File: src/rtl/lasram_pkg.sv
package lasram_pkg;

  typedef enum logic [1:0] {
    ST_IDLE,
    ST_SETUP,
    ST_LOW,
    ST_HOLD
  } seqState_t;

  typedef struct packed {
    logic load;     // latch host address, data and direction
    logic capture;  // sample memory read data into the host register
  } pathStrobe_t;

  function automatic int nsToCycles(input int ns, input int periodNs);
    return (ns + periodNs - 1) / periodNs;
  endfunction

  function automatic int maxOf(input int a, input int b);
    return (a > b) ? a : b;
  endfunction

endpackage

File: src/rtl/lasram_seq.sv
module lasram_seq
  import lasram_pkg::*;
#(
  parameter int LOW_C    = 6,
  parameter int REC_LOAD = 1,
  parameter int HOLD_C   = 1,
  parameter int CNT_W    = 3
) (
  input  logic        clk,
  input  logic        rstN,
  input  logic        reqValid,
  input  logic        reqWrite,
  output logic        ack,
  output logic        memCeN,
  output logic        memWeN,
  output logic        memOeN,
  output logic        memWdEn,
  output pathStrobe_t strobe
);

  localparam logic [CNT_W-1:0] LOW_LOAD  = CNT_W'(LOW_C - 1);
  localparam logic [CNT_W-1:0] REC_VAL   = CNT_W'(REC_LOAD);
  localparam logic [CNT_W-1:0] HOLD_LOAD = CNT_W'((HOLD_C > 0) ? HOLD_C - 1 : 0);
  localparam bit               HAS_HOLD  = (HOLD_C > 0);

  seqState_t        state;
  logic             isWrite;
  logic [CNT_W-1:0] phaseCnt;
  logic [CNT_W-1:0] recCnt;
  logic             accept;
  logic             lastLow;

  // Recovery done, no acknowledge in flight: a held request is not retaken
  assign accept  = (state == ST_IDLE) && reqValid && (recCnt == '0) && !ack;
  assign lastLow = (state == ST_LOW) && (phaseCnt == '0);

  always_comb begin
    strobe.load    = accept;
    strobe.capture = lastLow && !isWrite;
  end

  always_ff @(posedge clk or negedge rstN) begin
    if (!rstN) begin
      state    <= ST_IDLE;
      isWrite  <= 1'b0;
      phaseCnt <= '0;
      recCnt   <= '0;
      memCeN   <= 1'b1;
      memWeN   <= 1'b1;
      memOeN   <= 1'b1;
      memWdEn  <= 1'b0;
      ack      <= 1'b0;
    end else begin
      ack <= 1'b0;
      if (recCnt != '0) recCnt <= recCnt - 1'b1;
      case (state)
        ST_IDLE: begin
          if (accept) begin
            isWrite <= reqWrite;
            memWdEn <= reqWrite;
            state   <= ST_SETUP;
          end
        end
        ST_SETUP: begin
          memCeN   <= 1'b0;
          memWeN   <= !isWrite;
          memOeN   <= isWrite;
          phaseCnt <= LOW_LOAD;
          state    <= ST_LOW;
        end
        ST_LOW: begin
          if (lastLow) begin
            memCeN <= 1'b1;
            memWeN <= 1'b1;
            memOeN <= 1'b1;
            ack    <= 1'b1;
            recCnt <= REC_VAL;
            if (isWrite && HAS_HOLD) begin
              phaseCnt <= HOLD_LOAD;
              state    <= ST_HOLD;
            end else begin
              memWdEn <= 1'b0;
              state   <= ST_IDLE;
            end
          end else begin
            phaseCnt <= phaseCnt - 1'b1;
          end
        end
        ST_HOLD: begin
          if (phaseCnt == '0) begin
            memWdEn <= 1'b0;
            state   <= ST_IDLE;
          end else begin
            phaseCnt <= phaseCnt - 1'b1;
          end
        end
        default: state <= ST_IDLE;
      endcase
    end
  end

endmodule

File: src/rtl/lasram_path.sv
module lasram_path
  import lasram_pkg::*;
#(
  parameter int ADDR_W = 11,
  parameter int DATA_W = 8
) (
  input  logic              clk,
  input  logic              rstN,
  input  pathStrobe_t       strobe,
  input  logic [ADDR_W-1:0] reqAddr,
  input  logic [DATA_W-1:0] reqWData,
  input  logic [DATA_W-1:0] memRData,
  output logic [ADDR_W-1:0] memAddr,
  output logic [DATA_W-1:0] memWData,
  output logic [DATA_W-1:0] rdData
);

  always_ff @(posedge clk or negedge rstN) begin
    if (!rstN) begin
      memAddr  <= '0;
      memWData <= '0;
      rdData   <= '0;
    end else begin
      if (strobe.load) begin
        memAddr  <= reqAddr;
        memWData <= reqWData;
      end
      if (strobe.capture) rdData <= memRData;
    end
  end

endmodule

File: src/rtl/lasram_ctrl.sv
module lasram_ctrl
  import lasram_pkg::*;
#(
  parameter int ADDR_W       = 11,
  parameter int DATA_W       = 8,
  parameter int CLK_NS       = 20,
  parameter int ADDR_HOLD_NS = 30,
  parameter int CE_LOW_NS    = 120,
  parameter int CE_HIGH_NS   = 50,
  parameter int CYCLE_NS     = 170,
  parameter int WSETUP_NS    = 50,
  parameter int WHOLD_NS     = 10,
  parameter int WE_LOW_NS    = 120,
  parameter int RD_CE_NS     = 120,
  parameter int RD_OE_NS     = 80
) (
  input  logic              clk,
  input  logic              rstN,
  input  logic              reqValid,
  input  logic              reqWrite,
  input  logic [ADDR_W-1:0] reqAddr,
  input  logic [DATA_W-1:0] reqWData,
  output logic              ack,
  output logic [DATA_W-1:0] rdData,
  output logic [ADDR_W-1:0] memAddr,
  output logic              memCeN,
  output logic              memWeN,
  output logic              memOeN,
  output logic              memWdEn,
  output logic [DATA_W-1:0] memWData,
  input  logic [DATA_W-1:0] memRData
);

  localparam int ADDR_HOLD_C = nsToCycles(ADDR_HOLD_NS, CLK_NS);
  localparam int CE_LOW_C    = nsToCycles(CE_LOW_NS, CLK_NS);
  localparam int CE_HIGH_C   = nsToCycles(CE_HIGH_NS, CLK_NS);
  localparam int CYCLE_C     = nsToCycles(CYCLE_NS, CLK_NS);
  localparam int WSETUP_C    = nsToCycles(WSETUP_NS, CLK_NS);
  localparam int WHOLD_C     = nsToCycles(WHOLD_NS, CLK_NS);
  localparam int WE_LOW_C    = nsToCycles(WE_LOW_NS, CLK_NS);
  localparam int RD_CE_C     = nsToCycles(RD_CE_NS, CLK_NS);
  localparam int RD_OE_C     = nsToCycles(RD_OE_NS, CLK_NS);

  // Write data is valid one cycle before the fall, so setup needs one less
  localparam int LOW_C = maxOf(
                           maxOf(maxOf(CE_LOW_C, ADDR_HOLD_C), maxOf(WE_LOW_C, RD_CE_C)),
                           maxOf(maxOf(RD_OE_C, CYCLE_C - CE_HIGH_C), maxOf(WSETUP_C - 1, 1)));
  localparam int HIGH_C   = maxOf(CE_HIGH_C, CYCLE_C - LOW_C);
  // Accept and setup cycles add two high cycles after the counter expires
  localparam int REC_LOAD = maxOf(HIGH_C - 2, 0);
  localparam int CNT_W    = maxOf($clog2(maxOf(maxOf(LOW_C, REC_LOAD), WHOLD_C) + 1), 1);

  pathStrobe_t strobe;

  lasram_seq #(
    .LOW_C   (LOW_C),
    .REC_LOAD(REC_LOAD),
    .HOLD_C  (WHOLD_C),
    .CNT_W   (CNT_W)
  ) seq (
    .clk     (clk),
    .rstN    (rstN),
    .reqValid(reqValid),
    .reqWrite(reqWrite),
    .ack     (ack),
    .memCeN  (memCeN),
    .memWeN  (memWeN),
    .memOeN  (memOeN),
    .memWdEn (memWdEn),
    .strobe  (strobe)
  );

  lasram_path #(
    .ADDR_W(ADDR_W),
    .DATA_W(DATA_W)
  ) path (
    .clk     (clk),
    .rstN    (rstN),
    .strobe  (strobe),
    .reqAddr (reqAddr),
    .reqWData(reqWData),
    .memRData(memRData),
    .memAddr (memAddr),
    .memWData(memWData),
    .rdData  (rdData)
  );

endmodule

File: config.mk
export PLATFORM = sky130hd
export DESIGN_NAME = lasram_ctrl
export DESIGN_NICKNAME = d
export VERILOG_FILES = /design/src/rtl/lasram_pkg.sv /design/src/rtl/lasram_seq.sv /design/src/rtl/lasram_path.sv /design/src/rtl/lasram_ctrl.sv
export SDC_FILE = /design/constraint.sdc
export NUM_CORES = 1
export LEC_CHECK = 0
export ABC_AREA = 1
export BUFFER_PORTS_ARGS = -buffer_cell sky130_fd_sc_hd__buf_2
export CORE_MARGIN = 3
export CORE_UTILIZATION = 35
export CTS_CLUSTER_DIAMETER = 60
export CTS_CLUSTER_SIZE = 16
export DETAILED_ROUTE_END_ITERATION = 8
export PLACE_DENSITY = 0.59
export REMOVE_ABC_BUFFERS = 1
export SETUP_SLACK_MARGIN = 0.3
export SLEW_MARGIN = 20
export SYNTH_ARGS = -nofsm -noshare
export SYNTH_HDL_FRONTEND = slang
export SYNTH_HIERARCHICAL = 1
export SYNTH_SLANG_ARGS = --single-unit
export TNS_END_PERCENT = 30
File: constraint.sdc
create_clock -name clk -period 1.6 [get_ports clk]
set_clock_uncertainty 0.05 [all_clocks]
set_input_delay 0.32 -clock clk [delete_from_list [all_inputs] [get_ports clk]]
set_output_delay 0.32 -clock clk [all_outputs]
set_load 0.05 [all_outputs]
# After elaboration in Yosys (flattened, before gate mapping)
# Index checks and enable logic that the tools add are counted.
dict set report word_totals {
  reg_bits 41
  latch_bits 0
  ramBits 0
  romBits 0
  mem_count 0
}
dict set report op_classes {
  add_sub_neg 2
  multipliers 0
  div_mod_pow 0
  order_cmp 0
  eq_ne 9
  shifts 0
  mux 23
  bitwise_logic 0
  n_reduce_logical 19
}
# op count
set ops {}
lappend ops {{$mux W3} 6}
lappend ops {{$pmux W3 S3} 1}
lappend ops {{$reduce_bool A3 Y1} 3}
lappend ops {{$mux W2} 4}
lappend ops {{$pmux W2 S4} 1}
lappend ops {{$mux W1} 7}
lappend ops {{$logic_not A3 Y1} 2}
lappend ops {{$ne A2 B1 Y1 const B} 3}
lappend ops {{$pmux W1 S2} 3}
lappend ops {{$reduce_and A3 Y1} 2}
lappend ops {{$sub A3 B1 Y3 const B} 2}
lappend ops {{$logic_and A1 B1 Y1} 5}
lappend ops {{$reduce_and A5 Y1} 1}
lappend ops {{$eq A2 B2 Y1 const B} 2}
lappend ops {{$ne A2 B2 Y1 const B} 2}
lappend ops {{$reduce_and A2 Y1} 2}
lappend ops {{$ne A3 B2 Y1 const B} 1}
lappend ops {{$pmux W1 S3} 1}
lappend ops {{$eq A2 B1 Y1 const B} 1}
lappend ops {{$logic_not A1 Y1} 2}
lappend ops {{$logic_not A2 Y1} 1}
lappend ops {{$reduce_bool A2 Y1} 1}

# Depth between registers and ports, before layout
# Gate-level depths: netlist of the first run.
dict set report logic_depth {
  ltp_word 6
  mapped_depth 11
  depth_no_buf 10
}

# Cells and area by module
# Netlist of the first run, hierarchy kept.
# mod n_inst cells_each area_each_um2
set modules_own_cells {}
lappend modules_own_cells {lasram_path 1 114 1043.5}
lappend modules_own_cells {lasram_seq 1 79 695.7}

# Worst setup path before layout of the first run
# OpenSTA, ideal clock, no wires.
dict set report synth_timing {
  kind {register -> register}
  start {register seq.phaseCnt[0]}
  end {register path.rdData[0]}
  setup_time_ns 0.119
  t_arrival_ns 1.393
  required_time_ns 1.431
  slack_ns 0.037
  path_stages_with_launch 12
  period_less_slack_ns 1.563
  path_cell_list {dfrtp_1 -> inv_1 -> ha_1 -> ha_1 -> inv_2 -> nor2_2 -> inv_2 -> nor2_1 -> buf_6 -> inv_1 -> nand2_1 -> nand2_1}
}
# element line_no
set synth_rtl {}
lappend synth_rtl {{start, declared} lasram_seq.sv:28} ;# logic [CNT_W-1:0] phaseCnt;
lappend synth_rtl {{start signal, assigned} lasram_seq.sv:86} ;# phaseCnt <= phaseCnt - 1'b1;
lappend synth_rtl {{start signal, assigned} lasram_seq.sv:94} ;# phaseCnt <= phaseCnt - 1'b1;
lappend synth_rtl {{end signal, assigned} lasram_path.sv:28} ;# if (strobe.capture) rdData <= memRData;
lappend synth_rtl {{end, declared} lasram_path.sv:15} ;# output logic [DATA_W-1:0] rdData

==> key figures, run 1 <==
Final layout
  – # fillers: 475
  – Layout cells sized above 1: 0.504
  – Cell Count, Final, Fillers Out: 343
  – Nets: 310
  – Area grow syn2layout: 47.0%
  – Final core utilization: 0.538
  – Antenna diode count: 0

Global routing
  – Vias in the first global route: ~1400
  – Global-route wire length before repair: between 6 and 7 mm
  – Global route total overflow: 0
  – Largest net degree at the start of global routing: 42
  – Total GRT Usage: 0.130
  – Initial antenna violation count: 0

Pwr
  – Sequential power share: 0.310
  – Power Density: about 2400 nW/um^2
  – Leakage Power: 1.39 nW
  – Psw: 2.98 mW
  – Comb power frac: 0.549
  – Internal: between 3 and 4 mW
  – Total power: 6.10 mW
  – Switching Share: 0.488
  – Max IR drop VDD: 0.00107 V
  – Clk pwr share: 0.141

Worst setup path
  – Worst Path Arrival: 1570 ps
  – Data required time of the worst path: 1780 ps
  – Critical Path End Type: flop
  – CP Launch Type: flop
  – Critical path type: flop to flop
  – Largest fanout on the critical path: 8

Logic synthesis
  – Post-synthesis sequential area ratio: 0.592
  – Post-Syn Area: between 1500 and 2000 sq um
  – Syn. warnings: 6
  – Avg Inst Size Synth: 9.01 sq um
  – Synth Instances: approximately 190
  – Cell variety after synth: 21
  – Seq cells post-synth: a little over 40

Detailed routing
  – Vias: 1464
  – Iteration-0 DRC Markers: 53
  – Remaining DRCs: 0
  – Vias/cell: roughly 4.3
  – DR WL/cell: about 11 microns
  – DRT Wirelength: 3.74 mm
  – Drt pass-1 iters: 4
  – Antenna viol nets, final: 0

Timing
  – Fmax: between 700 and 800 MHz
  – Setup violators final: 0
  – Worst-Margin Slew: about 260 ps
  – Final worst slack: 206 ps
  – Period utilization: 0.871
  – Final hold viol count: 0
  – RSZ-0062 raised after global routing: true
  – Min cycle time layout: 1390 ps
  – Pins over their slew limit: 0
  – Slew Limit Headroom: 0.829

Floorplanning
  – Io pins: 63
  – Initial Util: 0.366
  – Row count: 25
  – DIE AREA: 5850 sq um
  – Die W: around 76 microns
  – CORE AREA: 4750 sq um
  – Height of the die: between 70 and 80 microns

Clocking
  – Clk buf depth: 2
  – Clock root cell: clkbuf_8
  – CTS tree: built
  – H-Tree Depth: 2
  – CTS sink count: 41
  – Clock latency on the worst-skew pair: 290 ps
  – Clock-pin slew on the worst setup and hold paths: roughly 80 ps
  – TritonCTS buffer count: 5

Run
  – MaxCap Viol Count: 0

Place
  – GPL Wtd Cong: roughly 0.7
  – Post-DP HPWL: 2.52 mm
  – Placed cell count: 324
  – Port bufs: 62
  – Place WS: 12.2 ps

Outcome
  – Status: finished, final reports clean

Hold path
  – Worst Hold Class: primary input to flop
==> power by group through the flow <==
stage | Sequential (mW) | Clock [mW] | Combinational [mW]
2_1_floorplan | 3.13 | 0 | 0.915
3_3_place_gp | 1.85 | 0 | 2.87
3_5_place_dp | 1.84 | 0 | 2.92
4_1_cts | 1.87 | 0.885 | 3.16
5_1_grt | 1.97 | 0.914 | 3.65
6_report | 1.89 | 0.860 | 3.35
==> critical path: stages (launching register included) <==
cell and delay, ps:
dfrtp_1 390, inv_2 80, ha_4 140, ha_4 130
inv_4 40, nor2_4 80, inv_2 50, nor2_4 120
buf_6 140, nand2_1 50, nand2_1 60
==> placed cells by master (no fill, tap or decap), types with 2 or more instances in the layout <==
cell / synthesis / final
dfrtp_1: 38 / 38
nand2_2: 3 / 19
inv_4: 0 / 3
inv_1: 11 / 5
nand3_1: 3 / 2
o21bai_2: 2 / 2
nor2_4: 1 / 4
nor2_1: 7 / 6
nand2_4: 1 / 7
inv_2: 7 / 8
inv_6: 0 / 2
o21ai_1: 3 / 3
clkbuf_8: 0 / 6
o21ai_0: 3 / 3
dfstp_2: 3 / 3
buf_2: 0 / 59
nand2_1: 97 / 75
buf_6: 3 / 7
buf_4: 1 / 9
ha_4: 0 / 3
==> layer usage <==
| layer | vias up | wire length, microns | track usage | part of all wire |
|---|---|---|---|---|
| met5 | - | 0 | 0 | 0 |
| met3 | 5 | 221 | 0.0296 | 0.059 |
| met2 | 44 | 1860 | 0.220 | 0.50 |
| li1 | 745 | - | - | - |
| met1 | 670 | 1620 | 0.163 | 0.43 |
| met4 | 0 | 42 | 0.0435 | 0.011 |
==> Yosys cell counts, drive strengths merged <==
library cell    n  area [sq um]
nand2         101           394
dfrtp          38           951
inv            18          67.6
nor2           10          50.1
o21ai           6          30.0
buf             5          61.3
ha              4          50.1
dfstp           3          78.8
nand3           3          15.0
o21bai          2          22.5
a21oi           1          5.00
nor3            1          5.00
xnor2           1          8.76
==> worst paths after layout <==
kind,slack (ps),to,cells past startpoint,start
setup / recovery,210,path/rdData[7],10,seq/phaseCnt[0]
hold / removal,170,path/rdData[4],3,memRData[4]
setup reg to reg,210,path/rdData[7],10,seq/phaseCnt[0]
hold reg to reg,420,seq/memWdEn,2,seq/memWdEn
max in group asynchronous,770,seq/memOeN,3,rstN
min in group asynchronous,460,path/memWData[2],3,rstN
==> stage by stage <==
step                cell area (sq um)  setup TNS (ps)  hold WS, ps
finish                           2560               0          174
global route                     2560               0          175
CTS                              2400               0          163
detailed placement               2140               0          259
global placement                 2140               0          264
floorplan                        1680           -1220        -25.6
==> repair_timing <==
action | 4_1_cts | 5_1_grt
endpoints found under the setup margin | 43 | 67
gates resized for setup | 30 | 37
hold buffers | 1 | 0
gates cloned | 1 | 2
hold endpoints to repair | 38 | 0
setup buffers | 3 | 4
pin swaps | 5 | 18
==> layout make-up <==
type / count / area, sq um / share of cell area
clock buffers: 6 / 82.6 / 0.0323
clock inverters: 2 / 37.5 / 0.0147
inverters: 18 / 92.6 / 0.0362
multi-input cells: 129 / 726 / 0.284
flip-flops and latches: 41 / 1030 / 0.403
well taps: 67 / 83.8 / 0.0328
repair buffers: 78 / 487 / 0.190
repair inverters: 2 / 17.5 / 0.00685
==> registers in the layout, indices dropped and copies added, names as in the netlist <==
name / flops
seq/isWrite: 1
path/memAddr: 11
seq/memOeN: 1
path/rdData: 8
seq/ack: 1
seq/memWdEn: 1
seq/recCnt: 3
path/memWData: 8
seq/memWeN: 1
seq/state: 2
seq/phaseCnt: 3
seq/memCeN: 1
==> cells by family (layout without fill, tap and decap cells) <==
kind of cell,Yosys count,in the layout,synth area share
buffers and inverters,23,106,0.0741
AOI/OAI and AO/OA,9,9,0.0331
xor gates and xnor gates,1,1,0.00504
DFF,41,41,0.592
and+or+nand+nor,115,115,0.267
adders and majority gates,4,4,0.0288
(Power assumes the default switching activity.)
==> run 2, diff against run 1 <==
--- a/config.mk
+++ b/config.mk
@@ -18,6 +18,5 @@
 export SLEW_MARGIN = 20
 export SYNTH_ARGS = -nofsm -noshare
 export SYNTH_HDL_FRONTEND = slang
-export SYNTH_HIERARCHICAL = 1
 export SYNTH_SLANG_ARGS = --single-unit
 export TNS_END_PERCENT = 30
==> run 2 against run 1 <==
Flip-flop and latch count stayed put. Sequential power hardly changed. Clock power is 21% lower. Sequential share of layout area is 1.5 points lower. Worst hold slack better by 19 ps. Combinational power is 14% higher. Critical endpoint is now memOeN. Largest cell class unchanged.
==> key figures, run 2 <==
Run
  – MaxCap Viol Count: 0

Clocking
  – CTS sink count: 41
  – CTS tree: built
  – Clock latency on the worst-skew pair: 300 ps
  – Clock root cell: clkbuf_8
  – TritonCTS buffer count: 5
  – Clock-pin slew on the worst setup and hold paths: 80 ps
  – H-Tree Depth: 2
  – Clk buf depth: 2

Place
  – Port bufs: 62
  – GPL Wtd Cong: 0.828
  – Post-DP HPWL: 2.93 mm
  – Area after DPL: 2170 sq um

Worst setup path
  – Worst r2r dst: path.rdData[2]
  – Number of cells on the critical path: 1
  – Slowest-stage cell, CP: dfstp_2
  – Buf/Inv on CP: 1
  – Worst R2R Setup Slack: 210 ps
  – CP Launch Type: flop
  – Largest delay share family, worst path: flip-flops
  – Critical Path, Cell by Cell: buf_4
  – Largest fanout on the critical path: 2
  – Worst R2R Start: seq.phaseCnt[0]
  – Critical path type: flop to output port
  – Critical Path End Type: output port
  – Reg2reg path depth: 8
  – Data required time of the worst path: 1230 ps
  – Worst Path Arrival: 1020 ps
  – Slowest stage delay, CP: approximately 540 ps

Final layout
  – Nets: 314
  – Antenna diode count: 0
  – Largest registers: path.memAddr x11, path.memWData x8, path.rdData x8
  – Design area: 2660 sq um
  – Most common cell after layout, fill and taps aside: nand2_1
  – Area grow syn2layout: 48.3%
  – # fillers: 450
  – Largest register by flop count: path.memAddr
  – Most frequent cells in the layout: nand2_1 (70), buf_2 (59), dfrtp_1 (37)
  – Max reg flops: 11
  – Reg area: 1030 sq um
  – Layout cells sized above 1: 0.504
  – Multi-input gate area: roughly 880 sq um
  – Final core utilization: 0.548

Timing
  – Pins over their slew limit: 0
  – Worst-Margin Slew: 558 ps
  – RSZ-0062 raised after global routing: true
  – Final hold viol count: 0
  – Slew Limit Headroom: 0.628
  – Min cycle time layout: about 1400 ps
  – Fmax: 718 MHz
  – Post-route setup TNS: 0 ps
  – Setup violators final: 0
  – Period utilization: 0.871

Hold path
  – Min-Delay Endpoint: path.memAddr[9]
  – Hold path start: reqAddr[9]
  – Worst hold path depth: 3
  – Worst Hold Class: primary input to flop

Logic synthesis
  – Top cell type's share of synthesized area: 0.531
  – Post-synth top flop: dfrtp_1
  – Largest cells by area after synthesis: dfrtp_1 (53%), nand2_1 (16%), nand3_1 (9.5%)
  – Post-synthesis sequential area ratio: 0.575
  – Post-Syn Area: 1790 sq um
  – Synth Instances: between 150 and 200
  – Seq cells post-synth: 41
  – Share of flip-flops with an asynchronous set or reset: 1.00
  – EDFF count, synth: 0
  – Avg Inst Size Synth: 9.05 sq um
  – Cell variety after synth: 21
  – Most common cell in the netlist: nand2_1
  – Top cell type by total area after synthesis: dfrtp_1
  – Syn. warnings: 0
  – Post-synth top cells: nand2_1 (76), dfrtp_1 (38), nand3_1 (34)

Detailed routing
  – DRT Wirelength: 4.59 mm
  – M1 WL: between 2 and 2.5 mm
  – Iteration-0 DRC Markers: 86
  – Top sig layer: met4
  – Vias: 1633
  – Vias/cell: between 4 and 5
  – Drt pass-1 iters: 4
  – Antenna viol nets, final: 0
  – Met3 wire length: 327 microns
  – DR WL/cell: 13.2 microns
  – Remaining DRCs: 0
  – Metal2 WL: about 2.1 mm

Floorplanning
  – CORE AREA: ~4800 sq um
  – Die W: 77.6 microns
  – DIE AREA: 6010 sq um
  – Row count: 25
  – Initial Util: 0.370
  – Io pins: 63
  – Height of the die: 77.6 microns

Global routing
  – Total GRT Usage: 0.160
  – Largest net degree at the start of global routing: 23
  – Global route total overflow: 0
  – Initial antenna violation count: 0
  – Vias in the first global route: 1597
  – Global-route wire length before repair: ~7.6 mm

Pwr
  – Leakage Power: 1.38 nW
  – Power Density: 2410 nW/um^2
  – Sequential power share: 0.294
  – Switching Share: 0.528
  – Clk pwr share: 0.106
  – Internal: 3.02 mW
  – Psw: approximately 3.4 mW
  – Total power: 6.39 mW
  – Max IR drop VDD: roughly 0.0012 V
  – Comb power frac: 0.600

Outcome
  – Status: finished, final reports clean
-- run 2: timing repair --
action | CTS | global route
cloned | 2 | 1
setup endpoints to repair | 49 | 69
buffers inserted | 8 | 3
gates resized for setup | 43 | 24
hold endpoints to repair | 16 | 0
pin swaps | 20 | 12
hold buffers | 1 | 0
-- run 2: cells by family (layout without fill, tap and decap cells) --
logic type | Yosys count | count (layout) | synth area share
AOI/OAI and AO/OA | 9 | 9 | 0.0265
xor gates and xnor gates | 1 | 1 | 0.00489
adders and majority gates | 4 | 4 | 0.0279
buffers and inverters | 25 | 105 | 0.0733
DFF | 41 | 41 | 0.575
and+or+nand+nor | 118 | 120 | 0.293
-- run 2: worst min-delay path, stage by stage --
cell and delay [ps]:
buf_2 80, nand3_2 60, nand2_1 50
-- run 2: worst max-delay path by stage --
| stage | start | endpoint | slack (ps) |
|---|---|---|---|
| finish | seq.memOeN | memOeN | 210 |
| global route | seq.phaseCnt[0] | path.rdData[2] | 120 |
| CTS | seq.memCeN | memCeN | 200 |
| detailed placement | seq.phaseCnt[0] | path.rdData[1] | 20 |
| global placement | seq.phaseCnt[0] | path.rdData[5] | 6 |
| floorplan | seq.recCnt[0] | path.memAddr[0] | 20 |
-- run 2: layout make-up --
| cell class | count | share of cell area |
|---|---|---|
| clock inverter | 3 | 0.00659 |
| inverter | 16 | 0.0273 |
| sequential | 41 | 0.388 |
| multi-input combinational | 134 | 0.330 |
| tap | 67 | 0.0316 |
| clock buffer | 5 | 0.0259 |
| timing repair buffer | 81 | 0.190 |
-- run 2: per-layer routing --
| layer | vias to the layer above | GRT usage |
|---|---|---|
| met5 | - | 0 |
| met4 | 0 | 0.0374 |
| met3 | 5 | 0.0522 |
| met2 | 62 | 0.258 |
| met1 | 774 | 0.210 |
| li1 | 792 | - |
-- run 2: power by group through the flow --
stage / combinational, mW / clock, mW / sequential [mW]
2_1_floorplan: 1.01 / 0 / 3.16
3_3_place_gp: 3.09 / 0 / 1.86
3_5_place_dp: 3.13 / 0 / 1.86
4_1_cts: 3.60 / 0.688 / 1.88
5_1_grt: 4.14 / 0.739 / 1.95
6_report: 3.83 / 0.676 / 1.88
-- run 2: metrics by stage --
stage / std cells / setup WS, ps / hold slack, ps
floorplan: 189 / 16.0 / -25.6
global placement: 324 / 5.71 / 263
detailed placement: 324 / 16.3 / 269
CTS: 343 / 200 / 186
global route: 347 / 125 / 193
finish: 347 / 207 / 193
==> run 3, diff against run 2 <==
--- a/config.mk
+++ b/config.mk
@@ -14,7 +14,7 @@
 export DETAILED_ROUTE_END_ITERATION = 8
 export PLACE_DENSITY = 0.59
 export REMOVE_ABC_BUFFERS = 1
-export SETUP_SLACK_MARGIN = 0.3
+export SETUP_SLACK_MARGIN = 0.02
 export SLEW_MARGIN = 20
 export SYNTH_ARGS = -nofsm -noshare
 export SYNTH_HDL_FRONTEND = slang
==> run 3 against run 2 <==
Die area did not move. Cell count shrank 3.7%. Routed wire length down 12%. Register-to-register slack worse by 60 ps. Flip-flop and latch count unchanged. Sequential share of layout area is 5.7 points higher. Critical path depth grew 4. Setup slack got worse by 62 ps. Largest cell class unchanged.
==> key figures, run 3 (synthesis results as in run 2) <==
Final layout
  – Nets: 301
  – Layout cells sized above 1: 0.356
  – Most common cell after layout, fill and taps aside: nand2_1
  – # fillers: 475
  – Antenna diode count: 0
  – Most frequent cells in the layout: nand2_1 (73), buf_2 (62), dfrtp_1 (38)
  – Area grow syn2layout: 29.1%
  – Max reg flops: 11
  – Largest registers: path.memAddr x11, path.memWData x8, path.rdData x8
  – Largest register by flop count: path.memAddr

Worst setup path
  – Critical Path End Type: flop
  – Largest fanout on the critical path: 14
  – CP Launch Type: flop
  – Critical path type: flop to flop
  – Worst Path Arrival: 1580 ps
  – Data required time of the worst path: 1720 ps

Global routing
  – Global route total overflow: 0
  – Total GRT Usage: 0.142
  – Initial antenna violation count: 0
  – Largest net degree at the start of global routing: 23
  – Vias in the first global route: 1454
  – Global-route wire length before repair: 6.77 mm

Pwr
  – Max IR drop VDD: 0.00115 V
  – Power Density: 2460 nW/um^2
  – Leakage Power: roughly 1.3 nW

Timing
  – RSZ-0062 raised after global routing: true
  – Fmax: around 700 MHz
  – Setup violators final: 0
  – Pins over their slew limit: 0
  – Post-route setup TNS: 0 ps
  – Final hold slack: approximately 200 ps
  – Final hold viol count: 0
  – Slew Limit Headroom: 0.660
  – Worst-Margin Slew: 510 ps
  – Min cycle time layout: 1460 ps
  – Period utilization: 0.910

Clocking
  – CTS sink count: 41
  – TritonCTS buffer count: 5
  – Clk buf depth: 2
  – CTS tree: built
  – Clock latency on the worst-skew pair: 290 ps
  – Clock root cell: clkbuf_8
  – H-Tree Depth: 2
  – Clock-pin slew on the worst setup and hold paths: 80 ps

Outcome
  – Status: finished, final reports clean

Place
  – Port bufs: 62
  – Post-DP HPWL: 2.93 mm
  – GPL Wtd Cong: 0.828

Detailed routing
  – Vias/cell: 4.56
  – Met3 wire length: 316 microns
  – Remaining DRCs: 0
  – DR WL/cell: 12.1 microns
  – M1 WL: 1.89 mm
  – DRT Wirelength: 4.04 mm
  – Metal2 WL: 1.79 mm
  – Antenna viol nets, final: 0
  – Drt pass-1 iters: 4
  – Vias: 1522
  – Iteration-0 DRC Markers: 79
  – Top sig layer: met4

Floorplanning
  – Io pins: 63
  – Row count: 25
  – CORE AREA: 4850 sq um
  – Initial Util: 0.370
  – Die W: 77.6 microns
  – DIE AREA: around 6000 sq um
  – Height of the die: 77.6 microns

Run
  – MaxCap Viol Count: 0

Hold path
  – Worst Hold Class: primary input to flop
-- run 3: final cells by class --
type                       instances  area (sq um)  share of cell area
sequential                        41          1030               0.445
multi-input combinational        132           659               0.285
timing repair buffer              70           393               0.170
tap                               67          83.8              0.0363
clock buffer                       5          68.8              0.0298
inverter                          16          60.1              0.0260
clock inverter                     3          17.5             0.00758
-- run 3: power by group --
group | internal, mW | switching (mW) | total, mW
combinational | 0.809 | 2.37 | 3.18
sequential | 1.56 | 0.297 | 1.86
clock | 0.301 | 0.359 | 0.660
total | 2.67 | 3.03 | 5.70
-- run 3: worst paths after layout --
path | from | to | slack, ps | cells after the start
min in group asynchronous | rstN | path.memAddr[6] | 480 | 2
worst max register to register | seq.state[1] | seq.state[0] | 140 | 5
worst max-delay path | seq.state[1] | seq.state[0] | 140 | 5
max in group asynchronous | rstN | seq.phaseCnt[2] | 520 | 3
worst min-delay path | reqWData[5] | path.memWData[5] | 200 | 3
worst min register to register | seq.memCeN | seq.memCeN | 420 | 2
-- run 3: critical path: stages (launching register included) --
cell,delay [ps]
dfrtp_1,480
nor2_2,290
buf_4,260
nand2_1,100
nand3_1,70
o21ai_0,90
-- run 3: metrics by stage --
stage / std cells / cell area (sq um) / setup slack, ps / total power [mW] / utilization
finish: 334 / 2310 / 145 / 5.70 / 0.477
global route: 334 / 2310 / 6.62 / 6.13 / 0.477
CTS: 333 / 2270 / 14.7 / 5.68 / 0.468
detailed placement: 324 / 2170 / 16.3 / 4.99 / 0.448
global placement: 324 / 2170 / 5.71 / 4.95 / 0.448
floorplan: 189 / 1720 / 16.0 / 4.17 / -
-- run 3: layer usage --
layer / GRT usage / up-vias
met3: 0.0522 / 5
met5: 0 / -
li1: - / 762
met2: 0.218 / 58
met1: 0.191 / 697
met4: 0.0374 / 0
-- run 3: what timing repair did --
| item | 4_1_cts | 5_1_grt |
|---|---|---|
| setup endpoints to repair | 7 | 31 |
| gates cloned | 0 | 0 |
| hold endpoints to repair | 16 | 0 |
| pin swaps | 0 | 1 |
| setup buffers | 0 | 1 |
| resized for setup | 1 | 9 |
| hold buffers | 1 | 0 |
